==> src/rtl/adc_seq_pkg.sv <==
package adc_seq_pkg;

    typedef enum logic [1:0] {
        ST_IDLE = 2'd0,
        ST_XFER = 2'd1,
        ST_WAIT = 2'd2
    } seq_state_e;

    // One queue entry, laid out as the command byte
    typedef struct packed {
        logic       rsvd;
        logic       wide;      // 1: long frame, 0: short frame
        logic       post_dly;  // quiet time after frame
        logic       lead_dly;  // select-to-clock lead (unused here)
        logic [3:0] sel_lvl;   // [0] convert strobe, [1] device select
    } cmd_t;

    localparam cmd_t CMD_START = cmd_t'(8'h20);
    localparam cmd_t CMD_READ  = cmd_t'(8'h61);

    // Number of system clocks in a quiet time, zero field wraps to max
    function automatic int unsigned post_cycles(int unsigned dt,
                                                int unsigned dt_w,
                                                int unsigned scale_log2);
        int unsigned eff;
        eff = (dt == 0) ? (32'd1 << dt_w) : dt;
        return eff << scale_log2;
    endfunction

endpackage

==> src/rtl/adc_seq_sclk.sv <==
module adc_seq_sclk #(
    parameter int DIV_W = 8
) (
    input  logic             clk,
    input  logic             rst,
    input  logic             run,
    input  logic [DIV_W-1:0] divisor,
    output logic             sclk,
    output logic             rise,
    output logic             fall
);
    logic [DIV_W-1:0] half_q;
    logic             sclk_q;
    logic             tick;

    assign tick = run && (half_q == divisor - 1'b1);
    assign rise = tick && !sclk_q;
    assign fall = tick && sclk_q;
    assign sclk = sclk_q;

    always_ff @(posedge clk) begin
        if (rst || !run) begin
            half_q <= '0;
            sclk_q <= 1'b0;
        end else if (tick) begin
            half_q <= '0;
            sclk_q <= !sclk_q;
        end else begin
            half_q <= half_q + 1'b1;
        end
    end

    // clock returns to its low idle level once a frame ends
    p_sclk_idle_low_r5: assert property (@(posedge clk) disable iff (rst)
        !$past(run) |-> !sclk_q);

endmodule

==> src/rtl/adc_seq_dly.sv <==
module adc_seq_dly
    import adc_seq_pkg::*;
#(
    parameter int DT_W       = 8,
    parameter int SCALE_LOG2 = 5
) (
    input  logic            clk,
    input  logic            rst,
    input  logic            start,
    input  logic [DT_W-1:0] dt,
    output logic            done
);
    localparam int CNT_W = DT_W + SCALE_LOG2 + 1;

    logic [CNT_W-1:0] cnt_q;
    logic [CNT_W-1:0] load_val;
    logic             busy_q;

    assign load_val = CNT_W'(post_cycles(32'(dt), DT_W, SCALE_LOG2)) - 1'b1;
    assign done     = busy_q && (cnt_q == '0);

    always_ff @(posedge clk) begin
        if (rst) begin
            busy_q <= 1'b0;
            cnt_q  <= '0;
        end else if (start) begin
            busy_q <= 1'b1;
            cnt_q  <= load_val;
        end else if (busy_q) begin
            if (cnt_q == '0) busy_q <= 1'b0;
            else             cnt_q  <= cnt_q - 1'b1;
        end
    end

    // a started quiet time is always counting on the next cycle
    p_dly_armed_r6: assert property (@(posedge clk) disable iff (rst)
        start |=> busy_q);

endmodule

==> src/rtl/adc_seq_shift.sv <==
module adc_seq_shift #(
    parameter int RES_W = 16
) (
    input  logic             clk,
    input  logic             rst,
    input  logic             sample,
    input  logic             capture,
    input  logic             din,
    output logic [RES_W-1:0] result,
    output logic             valid
);
    logic [RES_W-1:0] sh_q;
    logic [RES_W-1:0] res_q;
    logic             vld_q;

    always_ff @(posedge clk) begin
        if (rst) begin
            sh_q  <= '0;
            res_q <= '0;
            vld_q <= 1'b0;
        end else begin
            vld_q <= 1'b0;
            if (sample) sh_q <= {sh_q[RES_W-2:0], din};
            if (capture) begin
                res_q <= {sh_q[RES_W-2:0], din};
                vld_q <= 1'b1;
            end
        end
    end

    assign result = res_q;
    assign valid  = vld_q;

    // strobe never lasts two cycles
    p_valid_single_r8: assert property (@(posedge clk) disable iff (rst)
        vld_q |=> !vld_q);

endmodule

==> src/rtl/adc_seq_top.sv <==
module adc_seq_top
    import adc_seq_pkg::*;
#(
    parameter int DIV_W       = 8,
    parameter int DT_W        = 8,
    parameter int SCALE_LOG2  = 5,
    parameter int NARROW_BITS = 8,
    parameter int WIDE_BITS   = 16,
    parameter int RES_W       = WIDE_BITS
) (
    input  logic             clk,
    input  logic             rst,
    input  logic             enable,
    input  logic [DIV_W-1:0] baud_div,
    input  logic [DT_W-1:0]  post_dt,
    input  logic             sdi,
    output logic             sclk,
    output logic             conv_n,
    output logic             cs_n,
    output logic [RES_W-1:0] result,
    output logic             result_valid
);
    localparam int BIT_W = $clog2(WIDE_BITS);

    seq_state_e       state_q, state_d;
    logic             entry_q, entry_d;
    logic [BIT_W-1:0] bit_q, bit_d;

    logic             in_xfer, sck_rise, sck_fall;
    logic             wide_now, pdly_now, go;
    logic [BIT_W-1:0] last_idx;
    logic             at_last, frame_done, advance, stop_now;
    logic             dly_done, capture;

    assign go       = (baud_div != '0);
    assign in_xfer  = (state_q == ST_XFER);
    assign wide_now = entry_q ? CMD_READ.wide     : CMD_START.wide;
    assign pdly_now = entry_q ? CMD_READ.post_dly : CMD_START.post_dly;
    assign last_idx = wide_now ? BIT_W'(WIDE_BITS - 1) : BIT_W'(NARROW_BITS - 1);
    assign at_last  = (bit_q == last_idx);

    assign frame_done = in_xfer && sck_fall && at_last;
    assign advance    = (frame_done && !pdly_now) || (state_q == ST_WAIT && dly_done);
    assign stop_now   = entry_q && (!enable || !go);
    assign capture    = in_xfer && sck_rise && at_last && entry_q;

    always_comb begin
        state_d = state_q;
        entry_d = entry_q;
        bit_d   = bit_q;
        case (state_q)
            ST_IDLE: begin
                if (enable && go) begin
                    state_d = ST_XFER;
                    entry_d = 1'b0;
                    bit_d   = '0;
                end
            end
            ST_XFER: begin
                if (sck_fall) begin
                    if (at_last) begin
                        bit_d = '0;
                        if (pdly_now) state_d = ST_WAIT;
                    end else begin
                        bit_d = bit_q + 1'b1;
                    end
                end
            end
            default: ;
        endcase
        if (advance) begin
            if (stop_now) begin
                state_d = ST_IDLE;
                entry_d = 1'b0;
            end else begin
                state_d = ST_XFER;
                entry_d = !entry_q;
            end
        end
    end

    always_ff @(posedge clk) begin
        if (rst) begin
            state_q <= ST_IDLE;
            entry_q <= 1'b0;
            bit_q   <= '0;
        end else begin
            state_q <= state_d;
            entry_q <= entry_d;
            bit_q   <= bit_d;
        end
    end

    assign conv_n = !in_xfer || (entry_q ? CMD_READ.sel_lvl[0] : CMD_START.sel_lvl[0]);
    assign cs_n   = !in_xfer || (entry_q ? CMD_READ.sel_lvl[1] : CMD_START.sel_lvl[1]);

    adc_seq_sclk #(.DIV_W(DIV_W)) sclk_i (
        .clk     (clk),
        .rst     (rst),
        .run     (in_xfer),
        .divisor (baud_div),
        .sclk    (sclk),
        .rise    (sck_rise),
        .fall    (sck_fall)
    );

    adc_seq_dly #(.DT_W(DT_W), .SCALE_LOG2(SCALE_LOG2)) dly_i (
        .clk   (clk),
        .rst   (rst),
        .start (frame_done && pdly_now),
        .dt    (post_dt),
        .done  (dly_done)
    );

    adc_seq_shift #(.RES_W(RES_W)) shift_i (
        .clk     (clk),
        .rst     (rst),
        .sample  (in_xfer && sck_rise),
        .capture (capture),
        .din     (sdi),
        .result  (result),
        .valid   (result_valid)
    );

    // convert strobe only ever low inside a selected frame
    p_conv_in_cs_r3: assert property (@(posedge clk) disable iff (rst)
        !conv_n |-> !cs_n);

    // no clock activity outside a frame
    p_no_sclk_idle_r5: assert property (@(posedge clk) disable iff (rst)
        sclk |-> !cs_n);

    // result strobe belongs to the read frame
    p_valid_in_read_r8: assert property (@(posedge clk) disable iff (rst)
        result_valid |-> (!cs_n && conv_n));

    // the pass never ends to idle after the start frame
    p_stop_pass_end_r9: assert property (@(posedge clk) disable iff (rst)
        (state_q == ST_WAIT && dly_done && !entry_q) |=> (state_q == ST_XFER));

endmodule

==> config.mk <==
export PLATFORM = sky130hd
export DESIGN_NAME = adc_seq_top
export DESIGN_NICKNAME = d
export VERILOG_FILES = /design/src/rtl/adc_seq_pkg.sv /design/src/rtl/adc_seq_sclk.sv /design/src/rtl/adc_seq_dly.sv /design/src/rtl/adc_seq_shift.sv /design/src/rtl/adc_seq_top.sv
export SDC_FILE = /design/constraint.sdc
export NUM_CORES = 1
export LEC_CHECK = 0
export BUFFER_PORTS_ARGS = -buffer_cell sky130_fd_sc_hd__buf_2
export CAP_MARGIN = 0
export CELL_PAD_IN_SITES_DETAIL_PLACEMENT = 0
export CELL_PAD_IN_SITES_GLOBAL_PLACEMENT = 2
export CORE_MARGIN = 5
export CORE_UTILIZATION = 35
export DETAILED_ROUTE_END_ITERATION = 16
export PLACE_DENSITY = 0.76
export SLEW_MARGIN = 10
export SYNTH_ARGS = -nofsm -noshare
export SYNTH_HDL_FRONTEND = slang
export SYNTH_SLANG_ARGS = --single-unit
==> constraint.sdc <==
create_clock -name clk -period 3.6 [get_ports clk]
set_clock_uncertainty 0.05 [all_clocks]
set_input_delay 0.9 -clock clk [delete_from_list [all_inputs] [get_ports clk]]
set_output_delay 0.9 -clock clk [all_outputs]
set_load 0.05 [all_outputs]
; Word level (Yosys, flattened, before mapping)
; Index checks and enable logic that the tools add are counted.
[totals]
register_bits = 63
latch_bits = 0
mem_bits_rw = 0
mem_bits_ro = 0
in_bits = 20
output_inout_bits = 20
word_cells = 83
memories = 0
[classes]
addsub = 5
multipliers = 0
div = 0
n_lt_le_gt_ge = 0
eq_ne = 10
shift = 0
muxes = 24
bitwise_logic = 0
reduce_logical = 34
[op_table]
columns = cell, n
row1 = 14-bit two-way mux, 3
row2 = 14-bit by 1-bit subtractor with 14-bit output (second input constant), 2
row3 = 4-bit two-way mux, 4
row4 = 14-bit logical NOT, 1
row5 = 1-bit logical AND, 12
row6 = 1-bit two-way mux, 10
row7 = 9-bit two-way mux, 1
row8 = 8-bit by 1-bit adder with 8-bit output (second input constant), 1
row9 = 8-bit equality test, 1
row10 = 8-bit logical NOT, 1
row11 = 2-bit two-way mux, 4
row12 = 4-bit one-hot mux with 2 select lines, 1
row13 = 2-bit nonzero test, 4
row14 = 8-bit nonzero test, 1
row15 = 8-bit by 1-bit subtractor with 8-bit output (second input constant), 1
row16 = 3-bit by 1-bit != test with 1-bit output (second input constant), 2
row17 = 1-bit logical NOT, 5
row18 = 4-bit by 1-bit adder with 4-bit output (second input constant), 1
row19 = 4-bit equality test, 1
row20 = 2-bit by 1-bit != test with 1-bit output (second input constant), 2
row21 = 2-bit one-hot mux with 2 select lines, 1
row22 = 2-bit AND reduction, 2
row23 = 4-bit AND reduction, 1
row24 = 1-bit logical OR, 3
row25 = other kinds (8), 8

; Depth between registers and ports, before layout
[depth]
ltp_word = 8
mapped_depth = 9
depth_no_buf = 8

; Hierarchy
; From an unflattened synthesis, not the netlist that was laid out.
[unflattened]
cells_unflattened = 360
area_unflattened_um2 = 3283.1
[by_module_without_submodules]
columns = mod, n_inst, cells_per_inst, area_per_inst_um2
row1 = adc_seq_shift, 1, 102, 1149.9
row2 = adc_seq_dly, 1, 123, 1053.5
row3 = adc_seq_sclk, 1, 76, 618.1
row4 = adc_seq_top, 1, 59, 461.7

; Worst setup path after synthesis
; OpenSTA, ideal clock, no wires.
[synth_timing]
kind = input to register
start = input port baud_div[0]
end = register shift_i.res_q[14], in the netlist shift_i.result[14]
setup_ns = 0.128
arrival_time_ns = 3.171
slack_ns = 0.251
path_stages = 9
cell_sequence = inv_1 > ha_1 > xor3_1 > nor4_1 > o2111ai_1 > a2111oi_4 > buf_6 > mux2i_1 > nor2_1
[synth_via]
elab_chain_len = 7
[synth_rtl]
columns = element, line_no
row1 = from (decl), adc_seq_top.sv:14  ; input logic [DIV_W-1:0] baud_div,
row2 = 8-bit by 1-bit subtractor with 8-bit output, adc_seq_sclk.sv:16  ; assign tick = run && (half_q == divisor - 1'b1);
row3 = 8-bit equality test, adc_seq_sclk.sv:16
row4 = 1-bit logical AND, adc_seq_sclk.sv:16
row5 = 1-bit logical AND, adc_seq_sclk.sv:17  ; assign rise = tick && !sclk_q;
row6 = 1-bit logical AND (3 in a row), adc_seq_top.sv:45  ; assign capture = in_xfer && sck_rise && at_last && entry_q;
row7 = to (signal assigned), adc_seq_shift.sv:25  ; res_q <= {sh_q[RES_W-2:0], din};
row8 = to (decl), adc_seq_shift.sv:13  ; logic [RES_W-1:0] res_q;
; No other way between the ends.
; A chain may end at the register's enable or synchronous reset.

; Worst setup path after layout
[layout_timing]
start = input port baud_div[0]
end = register shift_i.res_q[0], in the netlist shift_i.result[0]
; Same word-level chain as after synthesis.

==> results_dict.tcl <==
set metrics [dict create \
    cap_violations 0 \
    cts-resized-gates 0 \
    synth-async-reset-ratio_pct 0 \
    root_buffer "clkbuf_8" \
    criticalPathCategory "input port to flip-flop" \
    slew_violations 0 \
    synth_area_um2 3199 \
    seq_area_um2 1261 \
    die_w_um 105.6 \
    num_vias 2584 \
    cp.required_ns 3.74 \
    setup.worst_path.end_class "flip-flop" \
    hold_start "dly_i.cnt_q[13]$_SDFFE_PP0P_" \
    port_buffers 39 \
    grt_remaining_overflow 0 \
    grt_pass1_wl_mm 12.05 \
    dp_hpwl_mm 4.991 \
    antenna_found_initial 0 \
    die_y_um 105.6 \
    worstReg2RegEnd "shift_i.result[0]$_SDFFE_PP0P_" \
    relSlewSlack_pct 54.93 \
    syn2layout_area_growth_pct 18.15 \
    vdd_ir_drop_max_mv 0.2430 \
    synth-seq-cells 63 \
    ys_types 55 \
    critical_path.startpoint "baud_div[0]" \
    syn_avg_cell_area_um2 9.012 \
    power.share.switching_pct 24.18 \
    reg2reg_from "state_q[1]$_SDFFE_PP0P_" \
    rsz0062_at_grt "no" \
    max_freq_mhz 322.1 \
    worst_ep_arrival_time_ns 3.25 \
    wire_per_inst_um 13.57 \
    clock_path_buffers 2 \
    finalSetupTns_ns 0 \
    rows 34 \
    place_area_um2 3565 \
    final_cell_count_no_fill 513 \
    setup_viol 0 \
    place.gp.congestion 0.8079 \
    grt.total_usage_pct 13.06 \
    post-cts-setup-buffers 0 \
    p_sw_uw 348.9 \
    cp_slowest_cell "a2111oi_4" \
    synthesis.nets 381 \
    ioPinCount 40 \
    hold_depth 2 \
    nFillCells 907 \
    dieArea_um2 11150 \
    postCtsHoldBufs 0 \
    drtPass1Iterations 4 \
    clkPwrFrac_pct 45.3 \
    worst_pin_slew_ns 0.6731 \
    clk-insertion-delay-late_ns 0.34 \
    synth-seq-area-share_pct 39.42 \
    drive_gt1_share_pct 18.02 \
    htreeDepth 3 \
    p_seq_share_pct 48.6 \
    p_int_uw 1094 \
    synth_enable_flop_cells 0 \
    ys_warn_count 0 \
    vias_per_cell 5.037 \
    hold_path_class "flip-flop to flip-flop" \
    drtIter0Drc 131 \
    syn_inst 355 \
    cellPowerDensity_nw_per_um2 381.7 \
    cts_tree "done" \
    diodes 0 \
    cts_sinks 63 \
    cpLargestDelayFamily "compound AO/OA/AOI/OAI gates" \
    outcome "finished clean" \
    grt_max_degree 51 \
    finalCriticalPeriod_ns 3.104 \
    place_inst 497 \
    startpoint_type "input port" \
    cp_max_fo 16 \
    totalWireLength_mm 6.961 \
    antenna_left 0 \
    p_comb_share_pct 6.1 \
    multiInputGateArea_um2 1809 \
    min_to "dly_i.cnt_q[13]$_SDFFE_PP0P_" \
    synthFlopType "dfxtp_1" \
    crit_buf_inv 3 \
    drc 0 \
    numCtsBuffers 9 \
    hold_viol_final 0 \
    clk_pin_slew_worst_paths_ns 0.09 \
    initial_utilization_pct 36.33 \
    first_global_vias 2484 \
    p_leak_uw 0.001437 \
    regToRegSetupSlack_ns 1.13 \
    core_um2 8806 \
    crit_path_max_incr_delay_ns 0.44 \
    path_cells "buf_2, inv_1, ha_1, xor3_1, nor4_1, o2111ai_1, a2111oi_4, buf_12, mux2i_1, nor2_1" \
    finalCritPeriodShare_pct 86.23 \
    fin_area_um2 3780 \
    reg2reg_depth 8 \
    nets 426 \
]
cells in the final DEF (no fill, tap or decap), types with 3 or more instances in the layout:
master    netlist  final
nand2_1        15     15
dfxtp_1        63     63
xnor2_1        17     17
nand4_1         3      3
mux2i_1        35     35
nor4_1          6      6
clkbuf_8        0     11
buf_2           0     39
o211a_1         3      3
nand2b_1        7      7
and4_1          3      3
a21oi_1        18     18
o21ai_0         3      3
ha_1            6      6
nor2_1         52     52
buf_4           1      7
or3_1           3      3
nand3_1        17     17
a31oi_1         4      4
inv_1          16     16
xor2_1         13     13
nor3_1          8      8
o21ai_1         4      4
sequential cells by signal, indices dropped and copies added, names as in the netlist:
signal          flops
dly_i.cnt_q        14
bit_q               4
sclk_i.sclk         1
state_q             2
sclk_i.half_q       8
shift_i.valid       1
shift_i.result     16
entry_q             1
shift_i.sh_q       15
dly_i.busy_q        1
synthesized netlist by cell type (6+ instances only):
| library cell | instances | area [µm²] |
|---|---|---|
| nand3_1 | 17 | 85.08 |
| clkbuf_1 | 12 | 45.04 |
| nand2b_1 | 7 | 43.79 |
| xnor2_1 | 17 | 148.9 |
| nand2_1 | 15 | 56.30 |
| inv_1 | 16 | 60.06 |
| nor3_1 | 8 | 40.04 |
| nor4_1 | 6 | 37.54 |
| a21oi_1 | 18 | 90.09 |
| ha_1 | 6 | 75.07 |
| dfxtp_1 | 63 | 1261 |
| nor2_1 | 52 | 195.2 |
| xor2_1 | 13 | 113.9 |
| mux2i_1 | 35 | 350.3 |
worst register-to-register path: stages, from the launching register on:
cell,delay [ns]
dfxtp_1,0.34
and2b_1,0.30
inv_2,0.08
nor4_1,0.36
o2111ai_1,0.30
a2111oi_4,0.44
buf_12,0.22
mux2i_1,0.20
nor2_1,0.06
cell type report:
class | instances | share of cell area (%)
clock buffer | 11 | 4.005
clock inverter | 5 | 1.688
inverter | 19 | 1.887
multi-input combinational | 259 | 47.87
sequential | 63 | 33.37
tap | 108 | 3.575
timing repair buffer | 48 | 7.613
power groups by stage:
stage	logic, µW	clock network [µW]	registers, µW
detailed placement	88.9	0	717
CTS	89.4	682	701
finish	88.5	654	701
global placement	89.3	0	717
floorplan	57.5	0	716
global route	98.7	715	701
worst max path at each step:
stage / end / cells past startpoint
CTS: shift_i.result[0]$_SDFFE_PP0P_ / 10
global placement: shift_i.result[2]$_SDFFE_PP0P_ / 10
detailed placement: shift_i.result[0]$_SDFFE_PP0P_ / 10
global route: shift_i.result[13]$_SDFFE_PP0P_ / 10
finish: shift_i.result[0]$_SDFFE_PP0P_ / 10
floorplan: shift_i.result[14]$_SDFFE_PP0P_ / 9
metal layers:
layer,up-vias,share of wire [%],GRT usage [%]
met1,1171,50,17.52
li1,1360,-,-
met2,51,45,20.31
met5,-,0,0
met3,2,4.6,3.362
met4,0,0.79,4.718
stage by stage:
step / utilization, % / power (µW) / hold slack, ns / setup slack (ns)
floorplan: - / 773.7 / 0.3966 / 0.2515
global placement: 40.48 / 806.5 / 0.4045 / 0.2421
detailed placement: 40.48 / 806.0 / 0.4184 / 0.1472
CTS: 42.92 / 1472 / 0.4301 / 0.5159
global route: 42.92 / 1515 / 0.4680 / 0.2913
finish: 42.92 / 1443 / 0.4287 / 0.4956
cell families after synthesis:
family / Yosys count / synth area share, %
compound gates: 53 / 12.28
xor+xnor: 31 / 8.956
fa+ha+maj: 6 / 2.346
buf+inv: 33 / 4.224
flops: 63 / 39.42
mux: 36 / 11.30
simple gates: 133 / 21.47
(Power assumes the default switching activity.)
